<file path="src/rtl/spd_pkg.sv">
package spd_pkg;

   // Classification of the counter phase seen at an active sync edge
   typedef enum logic [1:0] {
      PH_ON_TIME = 2'd0,
      PH_AHEAD   = 2'd1,
      PH_BEHIND  = 2'd2,
      PH_LOST    = 2'd3
   } phase_cls_e;

   // Map the "one step ahead / one step behind / exact" tests onto a class
   function automatic phase_cls_e classify(input logic is_zero,
                                           input logic is_plus1,
                                           input logic is_minus1);
      if (is_zero)
         return PH_ON_TIME;
      else if (is_plus1)
         return PH_AHEAD;
      else if (is_minus1)
         return PH_BEHIND;
      else
         return PH_LOST;
   endfunction

endpackage

</file>
<file path="src/rtl/spd_input_capture.sv">
module spd_input_capture #(
   parameter int DATA_W           = 4,
   parameter int SYNC_STAGES      = 2,
   parameter bit SYNC_ACTIVE_HIGH = 1'b1
) (
   input  logic              clk,
   input  logic              rst_n,
   input  logic              sync_in,
   input  logic [DATA_W-1:0] vid_in,
   output logic [DATA_W-1:0] vid_q,
   output logic              sync_edge
);

   localparam logic IDLE_LVL = SYNC_ACTIVE_HIGH ? 1'b0 : 1'b1;

   logic                   sync_q;
   logic [SYNC_STAGES-1:0] sync_chain;
   logic                   sync_prev;
   logic                   sync_now;

   // Boundary registers: nothing else touches the raw pins
   always_ff @(posedge clk or negedge rst_n) begin
      if (!rst_n) begin
         sync_q <= IDLE_LVL;
         vid_q  <= '0;
      end else begin
         sync_q <= sync_in;
         vid_q  <= vid_in;
      end
   end

   // Metastability chain behind the boundary register
   always_ff @(posedge clk or negedge rst_n) begin
      if (!rst_n) begin
         sync_chain <= {SYNC_STAGES{IDLE_LVL}};
         sync_prev  <= IDLE_LVL;
      end else begin
         sync_chain <= {sync_chain[SYNC_STAGES-2:0], sync_q};
         sync_prev  <= sync_chain[SYNC_STAGES-1];
      end
   end

   assign sync_now = sync_chain[SYNC_STAGES-1];

   // Polarity variant picks which transition counts as the active edge
   generate
      if (SYNC_ACTIVE_HIGH) begin : g_rise
         assign sync_edge = sync_now & ~sync_prev;
      end else begin : g_fall
         assign sync_edge = ~sync_now & sync_prev;
      end
   endgenerate

endmodule

</file>
<file path="src/rtl/spd_phase_counter.sv">
module spd_phase_counter
   import spd_pkg::*;
#(
   parameter int CNT_W     = 6,
   parameter int PHASE_OFS = 20
) (
   input  logic             clk,
   input  logic             rst_n,
   input  logic             sync_edge,
   output logic [CNT_W-1:0] cnt,
   output logic             locked,
   output logic             corr_pulse,
   output logic             corr_ahead,
   output logic             relock_pulse
);

   localparam logic [CNT_W-1:0] OFS_V  = CNT_W'(PHASE_OFS);
   localparam logic [CNT_W-1:0] ONE_V  = CNT_W'(1);
   localparam logic [CNT_W-1:0] MONE_V = {CNT_W{1'b1}};

   logic [CNT_W-1:0] next_val;
   logic [CNT_W-1:0] diff;
   phase_cls_e       cls;

   assign next_val = cnt + ONE_V;
   assign diff     = next_val - OFS_V;
   assign cls      = classify(diff == '0, diff == ONE_V, diff == MONE_V);

   always_ff @(posedge clk or negedge rst_n) begin
      if (!rst_n) begin
         cnt          <= OFS_V;
         locked       <= 1'b0;
         corr_pulse   <= 1'b0;
         corr_ahead   <= 1'b0;
         relock_pulse <= 1'b0;
      end else begin
         corr_pulse   <= 1'b0;
         relock_pulse <= 1'b0;
         if (sync_edge) begin
            cnt    <= OFS_V;
            locked <= 1'b1;
            if (locked) begin
               unique case (cls)
                  PH_ON_TIME: ;
                  PH_AHEAD: begin
                     corr_pulse <= 1'b1;
                     corr_ahead <= 1'b1;
                  end
                  PH_BEHIND: begin
                     corr_pulse <= 1'b1;
                     corr_ahead <= 1'b0;
                  end
                  PH_LOST: relock_pulse <= 1'b1;
               endcase
            end
         end else if (locked) begin
            cnt <= next_val;
         end
      end
   end

endmodule

</file>
<file path="src/rtl/spd_sampler.sv">
module spd_sampler #(
   parameter int CNT_W     = 6,
   parameter int DATA_W    = 4,
   parameter int SAMPLE_AT = 32
) (
   input  logic              clk,
   input  logic              rst_n,
   input  logic [CNT_W-1:0]  cnt,
   input  logic              locked,
   input  logic [DATA_W-1:0] vid_q,
   output logic [DATA_W-1:0] vid_sample,
   output logic              vid_valid
);

   localparam logic [CNT_W-1:0] STROBE_V = CNT_W'(SAMPLE_AT);

   logic strobe;

   assign strobe = locked && (cnt == STROBE_V);

   always_ff @(posedge clk or negedge rst_n) begin
      if (!rst_n) begin
         vid_sample <= '0;
         vid_valid  <= 1'b0;
      end else begin
         vid_valid <= strobe;
         if (strobe)
            vid_sample <= vid_q;
      end
   end

endmodule

</file>
<file path="src/rtl/spd_ref_out.sv">
module spd_ref_out #(
   parameter int CNT_W = 6
) (
   input  logic             clk,
   input  logic             rst_n,
   input  logic [CNT_W-1:0] cnt,
   output logic             ref_out
);

   // Dedicated output flop: phase set by the clock, not by fabric routing
   always_ff @(posedge clk or negedge rst_n) begin
      if (!rst_n)
         ref_out <= 1'b0;
      else
         ref_out <= cnt[CNT_W-1];
   end

endmodule

</file>
<file path="src/rtl/sync_phase_divider.sv">
module sync_phase_divider #(
   parameter int CNT_W            = 6,
   parameter int DATA_W           = 4,
   parameter int PHASE_OFS        = 20,
   parameter int SAMPLE_AT        = 32,
   parameter int SYNC_STAGES      = 2,
   parameter bit SYNC_ACTIVE_HIGH = 1'b1
) (
   input  logic              clk_fast,
   input  logic              rst_n,
   input  logic              sync_in,
   input  logic [DATA_W-1:0] vid_in,
   output logic              ref_clk_out,
   output logic [DATA_W-1:0] vid_sample,
   output logic              vid_valid,
   output logic              corr_pulse,
   output logic              corr_ahead,
   output logic              relock_pulse
);

   localparam int CNT_RANGE = 1 << CNT_W;

   generate
      if (CNT_W < 2 || CNT_W > 16) begin : g_bad_cnt_w
         $error("sync_phase_divider: CNT_W must be 2..16");
      end
      if (DATA_W < 1) begin : g_bad_data_w
         $error("sync_phase_divider: DATA_W must be at least 1");
      end
      if (PHASE_OFS < 0 || PHASE_OFS >= CNT_RANGE) begin : g_bad_ofs
         $error("sync_phase_divider: PHASE_OFS outside counter range");
      end
      if (SAMPLE_AT < 0 || SAMPLE_AT >= CNT_RANGE) begin : g_bad_sample
         $error("sync_phase_divider: SAMPLE_AT outside counter range");
      end
      if (SYNC_STAGES < 2) begin : g_bad_stages
         $error("sync_phase_divider: SYNC_STAGES must be at least 2");
      end
   endgenerate

   logic [DATA_W-1:0] vid_q;
   logic              sync_edge;
   logic [CNT_W-1:0]  cnt;
   logic              locked;

   spd_input_capture #(
      .DATA_W          (DATA_W),
      .SYNC_STAGES     (SYNC_STAGES),
      .SYNC_ACTIVE_HIGH(SYNC_ACTIVE_HIGH)
   ) u_capture (
      .clk      (clk_fast),
      .rst_n    (rst_n),
      .sync_in  (sync_in),
      .vid_in   (vid_in),
      .vid_q    (vid_q),
      .sync_edge(sync_edge)
   );

   spd_phase_counter #(
      .CNT_W    (CNT_W),
      .PHASE_OFS(PHASE_OFS)
   ) u_counter (
      .clk         (clk_fast),
      .rst_n       (rst_n),
      .sync_edge   (sync_edge),
      .cnt         (cnt),
      .locked      (locked),
      .corr_pulse  (corr_pulse),
      .corr_ahead  (corr_ahead),
      .relock_pulse(relock_pulse)
   );

   spd_sampler #(
      .CNT_W    (CNT_W),
      .DATA_W   (DATA_W),
      .SAMPLE_AT(SAMPLE_AT)
   ) u_sampler (
      .clk       (clk_fast),
      .rst_n     (rst_n),
      .cnt       (cnt),
      .locked    (locked),
      .vid_q     (vid_q),
      .vid_sample(vid_sample),
      .vid_valid (vid_valid)
   );

   spd_ref_out #(
      .CNT_W(CNT_W)
   ) u_ref (
      .clk    (clk_fast),
      .rst_n  (rst_n),
      .cnt    (cnt),
      .ref_out(ref_clk_out)
   );

endmodule

</file>
<file path="config.mk">
export PLATFORM = sky130hd
export DESIGN_NAME = sync_phase_divider
export DESIGN_NICKNAME = d
export VERILOG_FILES = /design/src/rtl/spd_pkg.sv /design/src/rtl/spd_input_capture.sv /design/src/rtl/spd_phase_counter.sv /design/src/rtl/spd_sampler.sv /design/src/rtl/spd_ref_out.sv /design/src/rtl/sync_phase_divider.sv
export SDC_FILE = /design/constraint.sdc
export NUM_CORES = 1
export LEC_CHECK = 0
export BUFFER_PORTS_ARGS = -buffer_cell sky130_fd_sc_hd__buf_2
export CAP_MARGIN = 20
export CORE_MARGIN = 3
export CORE_UTILIZATION = 54
export CTS_CLUSTER_DIAMETER = 200
export DETAILED_ROUTE_END_ITERATION = 8
export PLACE_DENSITY = 0.76
export SYNTH_ARGS = -nofsm -noshare
export SYNTH_HDL_FRONTEND = slang
export SYNTH_SLANG_ARGS = --single-unit
</file>
<file path="constraint.sdc">
create_clock -name clk_fast -period 2.92 [get_ports clk_fast]
set_input_delay 0.876 -clock clk_fast [delete_from_list [all_inputs] [get_ports clk_fast]]
set_output_delay 0.876 -clock clk_fast [all_outputs]
set_load 0.1 [all_outputs]
</file>
==> impl_metrics.json, run 1 <==
{
  "run_status": "finished clean",
  "drive_gt1_share_pct": 22.32,
  "dp_hpwl_um": 1250,
  "synthFlopType": "dfrtp_1",
  "top_usage_layer": "met2",
  "die_w_um": 51,
  "syn_area_per_cell_um2": 11.27,
  "ys_seq_elements": 24,
  "nets": 128,
  "setup_viol_count_final": 0,
  "final_cell_mix": "22 x dfrtp_1, 18 x nand2_1, 15 x buf_2",
  "cts_tree": "yes",
  "yosysUniqueCellTypes": 31,
  "rsz0062_at_grt": "no",
  "postCtsHoldBufs": 0,
  "root_buffer": "clkbuf_4",
  "synth_top_area_share_pct": 50.34,
  "startpoint_type": "register",
  "grt.met1_usage_pct": 18.97,
  "clk_pin_slew_ns": 0.11,
  "fin_ws_ns": 0.6048,
  "ant_nets": 0,
  "syn-cell-area_um2": 1094,
  "drc": 0,
  "crit_path_end_kind": "register",
  "synth_nets": 111,
  "worstMarginPinSlew_ns": 0.4950,
  "dp_cells": 134,
  "cts_buffers": 3,
  "postCtsSetupRepairBufs": 0,
  "portBuffers": 15,
  "max_freq_ghz": 0.4319,
  "use_met3_pct": 4.665,
  "grt_max_degree": 25,
  "clkSinkCount": 24,
  "grt-ovfl-total": 0,
  "leakage_uw": 0.0006084,
  "ios": 16,
  "dp_slack_ns": 0.6116,
  "synthCells": 97,
  "worst_ep_required_time_ns": 3.11,
  "fin_area_um2": 1202,
  "hold_class": "reg -> reg",
  "placed_area_um2": 1180,
  "detail_route.wl_per_cell_um": 11.88,
  "cp.arrival_ns": 2.51,
  "h-tree-depth": 1,
  "synth_edf_count": 0,
  "relSlewSlack_pct": 67.00,
  "crit_type": "reg -> reg",
  "drv_slew": 0,
  "syn_to_final_growth_pct": 9.954,
  "fin_tns_setup_ns": 0,
  "grt_use_total_pct": 14.66,
  "diodes": 0,
  "min_period_over_period_pct": 79.29,
  "start_util_pct": 60.07,
  "yosysTopAreaCell": "dfrtp_1",
  "instances_no_fill": 137,
  "ir_drop_v": 0.0005188,
  "period_needed_ns": 2.315,
  "worstPathMaxFanout": 8,
  "die_y_um": 51,
  "grt_pass1_vias": 689,
  "met2_usage_pct": 24.89,
  "drt-initial-drc-count": 5,
  "skew_ns": 0.004047,
  "fillCellCount": 150,
  "core-area_um2": 1821,
  "p_per_area_nw_per_um2": 902.4,
  "wl_um": 1628,
  "power_uw": 1085,
  "cts_resized": 0,
  "final_common_cell": "dfrtp_1",
  "grt_pass1_wl_um": 2932,
  "yosysWarnings": 0,
  "synth_seq_area_share_pct": 55.15,
  "vias_per_cell": 5.219,
  "globalplace.congestion": 0.7756,
  "async_reset_ff_share_pct": 100.0,
  "drv_cap": 0,
  "yosys-top-cells-area": "dfrtp_1 50%, ha_1 8.0%, nand2_1 6.2%",
  "vias": 715,
  "clock_path_buffers": 2,
  "dieArea_um2": 2601,
  "first_pass_iters": 4,
  "antenna_found_initial": 0,
  "hold_viol_final": 0,
  "rows": 15,
  "clk_latency_ns": 0.30
}
==> kinds of logic after synthesis <==
kind of cell / count (synthesis) / synth area share (%)
AND/OR/NAND/NOR: 43 / 20.25
flip-flops: 24 / 55.15
AO/OA/AOI/OAI: 9 / 6.979
buffers and inverters: 7 / 3.202
adder cells (fa/ha/maj): 7 / 8.009
XOR/XNOR: 6 / 5.493
multiplexers: 1 / 0.9154
==> per-layer routing <==
layer	part of all wire, %	vias to the layer above	wire (µm)
met1	46	341	743
met3	5.0	0	82
met5	0	-	0
li1	-	357	-
met4	0	0	0
met2	49	17	802
==> final timing paths <==
| check | slack, ns | cells after the start | to | from |
|---|---|---|---|---|
| min in group asynchronous | 0.53 | 1 | u_ref.ref_out$_DFF_PN0_ | rst_n |
| min | 0.36 | 0 | u_capture.sync_chain[1]$_DFF_PN0_ | u_capture.sync_chain[0]$_DFF_PN0_ |
| max in group asynchronous | 2.04 | 1 | u_counter.cnt[4]$_DFFE_PN1P_ | rst_n |
| max | 0.60 | 9 | u_counter.corr_ahead$_DFFE_PN0P_ | u_counter.cnt[0]$_DFFE_PN0P_ |
| max reg2reg | 0.60 | 9 | u_counter.corr_ahead$_DFFE_PN0P_ | u_counter.cnt[0]$_DFFE_PN0P_ |
| min reg2reg | 0.36 | 0 | u_capture.sync_chain[1]$_DFF_PN0_ | u_capture.sync_chain[0]$_DFF_PN0_ |
==> sequential cells by signal, indices dropped and copies added (netlist names) <==
register / flops
u_counter.cnt: 6
u_capture.vid_q: 4
u_sampler.vid_sample: 4
u_capture.sync_chain: 2
u_capture.sync_prev: 1
u_capture.sync_q: 1
u_counter.corr_ahead: 1
u_counter.corr_pulse: 1
u_counter.locked: 1
u_counter.relock_pulse: 1
u_ref.ref_out: 1
u_sampler.vid_valid: 1
==> metrics by stage <==
| stage | hold slack [ns] | util [%] |
|---|---|---|
| 6_report | 0.3622 | 66.05 |
| 5_1_grt | 0.3734 | 66.05 |
| 4_1_cts | 0.3687 | 66.05 |
| 3_5_place_dp | 0.3441 | 64.81 |
| 3_3_place_gp | 0.3383 | 64.81 |
| 2_1_floorplan | 0.3312 | - |
==> worst max-delay path, cell delays in order (launching register included) <==
cell and delay, ns:
dfrtp_1 0.47, ha_1 0.31, or3_4 0.36, o31ai_4 0.08, nor3b_1 0.24, o221ai_1 0.17, ha_1 0.31, nand3_1 0.10
nand2_1 0.10, o21ai_0 0.07
==> report_power, final <==
| group | switching [µW] | internal, µW | leakage [µW] | total (µW) |
|---|---|---|---|---|
| clock | 82.5 | 48.0 | 0.0000138 | 131 |
| sequential | 75.0 | 400 | 0.000297 | 475 |
| combinational | 332 | 147 | 0.000298 | 479 |
==> cells in the mapped netlist (all sizes together), types with 2 or more instances <==
cell type	number
nand4	4
buf	2
xnor2	2
nand3	4
ha	7
nand2b	3
xor2	4
nand2	18
nor2	5
o31ai	3
and3	3
o21ai	2
dfstp	2
dfrtp	22
inv	4
==> area by class of cell <==
class	instances	area (µm²)	area share [%]
flip-flops and latches	24	603.1	50.16
multi-input cells	66	455.4	37.88
repair buffers	15	75.07	6.244
well taps	25	31.28	2.601
clock buffers	3	22.52	1.873
inverters	4	15.01	1.249
Power figures use the tool's default switching activity.
==> run 2, diff against run 1 <==
clock period = 2.2 ns   (was 2.92 ns; I/O delays follow)
==> run 2 against run 1 <==
  * Sequential share of layout area decreased by 6.2 points
  * Wire length is 35% higher
  * Count of clock-buffer cells in the layout did not move
  * Worst setup slack got worse by 0.52 ns
  * First-iteration DRC count rose by 120%
==> impl_metrics.json, run 2 (same netlist as run 1, synthesis figures left out) <==
{
  "run_status": "finished clean",
  "final_cell_mix": "21 x dfrtp_1, 17 x nand2_1, 15 x buf_2",
  "grt_max_degree": 25,
  "core-area_um2": 1821,
  "dp_slack_ns": -0.02758,
  "switching_power_uw": 779.1,
  "clkPwrFrac_pct": 10.1,
  "ir_drop_v": 0.0008323,
  "rows": 15,
  "grt_pass1_vias": 743,
  "leakage_uw": 0.0006717,
  "clock_path_buffers": 2,
  "dp_cells": 139,
  "period_needed_ns": 2.114,
  "worstPathMaxFanout": 6,
  "diodes": 0,
  "final_common_cell": "dfrtp_1",
  "root_buffer": "clkbuf_4",
  "worst_ep_required_time_ns": 2.40,
  "slowest_stage": "dfrtp_1",
  "grt_use_total_pct": 16.85,
  "drive_gt1_share_pct": 39.02,
  "fillCellCount": 118,
  "p_int_uw": 958.5,
  "wl_um": 2191,
  "hold_viol_final": 0,
  "h-tree-depth": 1,
  "final_util_pct": 75.46,
  "worstMarginPinSlew_ns": 0.5010,
  "critPathBufInv": 0,
  "drc": 0,
  "timing.rr.start": "u_counter.cnt[1]$_DFFE_PN0P_",
  "skew_ns": 0.006818,
  "cts_buffers": 3,
  "cts_tree": "yes",
  "globalplace.congestion": 0.7742,
  "multiInputGateArea_um2": 538.0,
  "p_per_area_nw_per_um2": 1265,
  "drt-initial-drc-count": 11,
  "ios": 16,
  "ant_nets": 0,
  "sw_frac_of_total_pct": 44.84,
  "clkSinkCount": 24,
  "p_comb_share_pct": 54.4,
  "drv_slew": 0,
  "rrSetupSlack_ns": 0.09,
  "regMostFlops": "u_counter.cnt",
  "dp_hpwl_um": 1342,
  "fin_ws_ns": 0.08649,
  "grt-ovfl-total": 0,
  "crit_path_end_kind": "register",
  "instances_no_fill": 148,
  "antenna_found_initial": 0,
  "vias": 800,
  "cp.arrival_ns": 2.32,
  "clk_pin_slew_ns": 0.11,
  "portBuffers": 15,
  "drv_cap": 0,
  "startpoint_type": "register",
  "max_freq_ghz": 0.4731,
  "r2r_cells": 9,
  "whs_ns": 0.3036,
  "die_w_um": 51,
  "crit_type": "reg -> reg",
  "dieArea_um2": 2601,
  "postCtsHoldBufs": 0,
  "syn_to_final_growth_pct": 25.63,
  "start_util_pct": 60.07,
  "cpPeakStageDelay_ns": 0.43,
  "clk_latency_ns": 0.30,
  "p_seq_share_pct": 35.5,
  "setup_viol_count_final": 0,
  "nets": 139,
  "detail_route.wl_per_cell_um": 14.80,
  "grt_pass1_wl_um": 3263,
  "largest_reg_flops": 6,
  "path_cells": "ha_4 > or3_4 > o31ai_4 > nor3b_2 > o221ai_2 > ha_1 > nand3_2 > nand2_1 > o21ai_1",
  "min_period_over_period_pct": 96.07,
  "vias_per_cell": 5.405,
  "first_pass_iters": 4,
  "die_y_um": 51,
  "regArea_um2": 604.3,
  "cp_top_family": "simple AND/OR/NAND/NOR gates",
  "rr_endpoint": "u_counter.corr_ahead$_DFFE_PN0P_",
  "top_regs": "u_counter.cnt x6, u_capture.vid_q x4, u_sampler.vid_sample x4",
  "relSlewSlack_pct": 66.53,
  "hold_class": "in -> async"
}
-- run 2: worst max path at each step --
stage | startpoint | to | slack (ns) | depth (start not counted)
after global placement | u_counter.cnt[4]$_DFFE_PN1P_ | u_counter.corr_ahead$_DFFE_PN0P_ | 0.11 | 9
final | u_counter.cnt[1]$_DFFE_PN0P_ | u_counter.corr_ahead$_DFFE_PN0P_ | 0.09 | 9
after detailed placement | u_counter.cnt[0]$_DFFE_PN0P_ | u_counter.corr_ahead$_DFFE_PN0P_ | -0.03 | 9
after CTS | u_counter.cnt[4]$_DFFE_PN1P_ | u_counter.corr_ahead$_DFFE_PN0P_ | 0.006 | 9
after floorplan | u_counter.cnt[0]$_DFFE_PN0P_ | u_counter.corr_ahead$_DFFE_PN0P_ | 0.05 | 9
after global routing | u_counter.cnt[1]$_DFFE_PN0P_ | u_counter.corr_ahead$_DFFE_PN0P_ | -0.08 | 9
-- run 2: metrics by stage --
step	setup TNS [ns]	area [µm²]	total power, µW
floorplan	0	1094	1177
finish	0	1374	1738
CTS	0	1250	1526
global placement	0	1217	1299
detailed placement	-0.02758	1217	1328
global route	-0.07533	1374	1853
-- run 2: cell type report --
cell class                      instances  area share (%)
Sequential cell                        24           43.99
Multi-Input combinational cell         66           39.16
Timing Repair Buffer                   26           11.84
Tap cell                               25           2.277
Clock buffer                            3           1.639
Inverter                                4           1.093
-- run 2: per-layer routing --
| metal | track usage (%) | share of wire [%] | vias up |
|---|---|---|---|
| met5 | 0 | 0 | - |
| met4 | 2.691 | 2.7 | 0 |
| met3 | 5.248 | 4.5 | 8 |
| met2 | 28.97 | 53 | 25 |
| met1 | 21.07 | 39 | 384 |
| li1 | - | - | 383 |
-- run 2: what timing repair did --
item | 4_1_cts | 5_1_grt
pin swaps | 0 | 6
buffers inserted | 0 | 6
resized for setup | 2 | 17
hold endpoints to repair | 0 | 0
setup endpoints to repair | 1 | 2
-- run 2: power by group through the flow --
stage / Clock [µW] / Sequential [µW] / Combinational [µW]
5_1_grt: 204 / 627 / 1020
2_1_floorplan: 0 / 824 / 353
6_report: 175 / 616 / 946
3_5_place_dp: 0 / 619 / 709
3_3_place_gp: 0 / 616 / 683
4_1_cts: 187 / 611 / 728
==> run 3, diff against run 2 <==
CORE_UTILIZATION = 44   (was 54)
PLACE_DENSITY = unset   (was 0.76)
==> run 3 against run 2 <==
  * First-iteration DRC count fell by 55%
  * Sequential share of layout area fell by 0.86 points
  * Combinational power fell by 7.0%
  * Worst setup slack improved by 0.018 ns
  * Via count fell by 2.4%
  * Clock skew barely moved
  * Critical path depth did not move
  * Global-route usage fell by 4.6 points
  * Fmax rose by 0.84%
  * Critical path type unchanged
  * Critical endpoint unchanged
==> impl_metrics.json, run 3 (same netlist as run 1, synthesis figures left out) <==
{
  "run_status": "finished clean",
  "skew_ns": 0.006823,
  "startpoint_type": "register",
  "die_y_um": 55.86,
  "p_per_area_nw_per_um2": 1298,
  "whs_ns": 0.2882,
  "leakage_uw": 0.0006846,
  "final_util_pct": 61.57,
  "dieArea_um2": 3120,
  "min_period_over_period_pct": 95.27,
  "final_common_cell": "dfrtp_1",
  "diodes": 0,
  "top_usage_layer": "met2",
  "vias_per_cell": 5.138,
  "drv_cap": 0,
  "cts_tree": "yes",
  "rr_endpoint": "u_counter.corr_ahead$_DFFE_PN0P_",
  "worstMarginPinSlew_ns": 0.5020,
  "final_cell_mix": "21 x dfrtp_1, 18 x nand2_1, 15 x buf_2",
  "grt_pass1_wl_um": 3077,
  "cts_buffers": 3,
  "period_needed_ns": 2.096,
  "wl_um": 1957,
  "drt-initial-drc-count": 5,
  "ir_drop_v": 0.0009823,
  "use_met3_pct": 3.944,
  "detail_route.wl_per_cell_um": 12.88,
  "rrSetupSlack_ns": 0.10,
  "ant_nets": 0,
  "drive_gt1_share_pct": 37.90,
  "clkSinkCount": 24,
  "grt_max_degree": 25,
  "crit_path_end_kind": "register",
  "max_freq_ghz": 0.4771,
  "start_util_pct": 48.05,
  "portBuffers": 15,
  "fin_area_um2": 1401,
  "grt-ovfl-total": 0,
  "grt.met1_usage_pct": 16.07,
  "antenna_found_initial": 0,
  "setup_viol_count_final": 0,
  "top_regs": "u_counter.cnt x6, u_capture.vid_q x4, u_sampler.vid_sample x4",
  "globalplace.congestion": 0.7157,
  "ios": 16,
  "clk_pin_slew_ns": 0.13,
  "regArea_um2": 604.3,
  "relSlewSlack_pct": 66.53,
  "met2_usage_pct": 19.59,
  "fillCellCount": 185,
  "regMostFlops": "u_counter.cnt",
  "nets": 139,
  "grt_use_total_pct": 12.22,
  "drv_slew": 0,
  "postCtsHoldBufs": 0,
  "worst_ep_required_time_ns": 2.42,
  "root_buffer": "clkbuf_4",
  "vias": 781,
  "multiInputGateArea_um2": 531.8,
  "first_pass_iters": 4,
  "die_w_um": 55.86,
  "cp.arrival_ns": 2.32,
  "core-area_um2": 2276,
  "hold_class": "in -> async",
  "largest_reg_flops": 6,
  "r2r_cells": 9,
  "dp_hpwl_um": 1261,
  "drc": 0,
  "clock_path_buffers": 2,
  "crit_type": "reg -> reg",
  "h-tree-depth": 1,
  "grt_pass1_vias": 711,
  "timing.rr.start": "u_counter.cnt[4]$_DFFE_PN1P_",
  "placed_area_um2": 1221,
  "cpPeakStageDelay_ns": 0.59,
  "hold_viol_final": 0,
  "syn_to_final_growth_pct": 28.15,
  "clk_latency_ns": 0.31,
  "path_cells": "and3_4 > nand3_4 > xor2_4 > nor3b_2 > o221ai_2 > ha_1 > nand3_2 > nand2_1 > o21ai_1",
  "worstPathMaxFanout": 4,
  "rows": 17,
  "slowest_stage": "dfstp_2"
}
-- run 3: area by class of cell --
class	instances	area share, %
multi-input cells	66	37.95
clock buffers	3	1.607
inverters	4	1.071
clock inverters	1	2.143
flip-flops and latches	24	43.13
repair buffers	26	11.61
well taps	28	2.500
-- run 3: how the worst max path moves through the flow --
stage                                 start                               end  slack (ns)  depth (start not counted)
2_1_floorplan  u_counter.cnt[0]$_DFFE_PN0P_  u_counter.corr_ahead$_DFFE_PN0P_        0.05                          9
3_3_place_gp   u_counter.cnt[0]$_DFFE_PN0P_  u_counter.corr_ahead$_DFFE_PN0P_        0.07                          9
3_5_place_dp   u_counter.cnt[0]$_DFFE_PN0P_  u_counter.corr_ahead$_DFFE_PN0P_        0.01                          9
4_1_cts        u_counter.cnt[0]$_DFFE_PN0P_  u_counter.corr_ahead$_DFFE_PN0P_        0.02                          9
5_1_grt        u_counter.cnt[3]$_DFFE_PN0P_  u_counter.corr_ahead$_DFFE_PN0P_       -0.02                          8
6_report       u_counter.cnt[4]$_DFFE_PN1P_  u_counter.corr_ahead$_DFFE_PN0P_        0.10                          9
-- run 3: report_power, final --
part	leakage (µW)	switching (µW)	internal (µW)
combinational	0.000361	549	331
sequential	0.000295	92.4	532
clock	0.0000279	131	184
-- run 3: metrics by stage --
| stage | std cells | TNS (ns) | setup slack [ns] | total power [µW] |
|---|---|---|---|---|
| after floorplan | 97 | 0 | 0.04764 | 1177 |
| after global placement | 142 | 0 | 0.06635 | 1303 |
| after detailed placement | 142 | 0 | 0.009874 | 1311 |
| after CTS | 146 | 0 | 0.01584 | 1631 |
| after global routing | 152 | -0.01513 | -0.01513 | 1924 |
| final | 152 | 0 | 0.1041 | 1819 |
-- run 3: worst max-delay path, delay by kind of cell (launching register included) --
family | cells | cell delay, ns
flip-flops | 1 | 0.59
adder cells (fa/ha/maj) | 1 | 0.32
XOR/XNOR | 1 | 0.21
AND/OR/NAND/NOR | 5 | 0.69
AO/OA/AOI/OAI | 2 | 0.19
-- run 3: layer usage --
metal  up-vias  share of wire [%]
li1        378                  -
met1       383                 44
met2        18                 50
met3         2                5.0
met4         0               0.66
met5         -                  0
-- run 3: timing repair --
item                                    CTS  global route
endpoints found under the setup margin    1             2
setup buffers                             0             6
pin swaps                                 0             7
gates resized for setup                   1            16
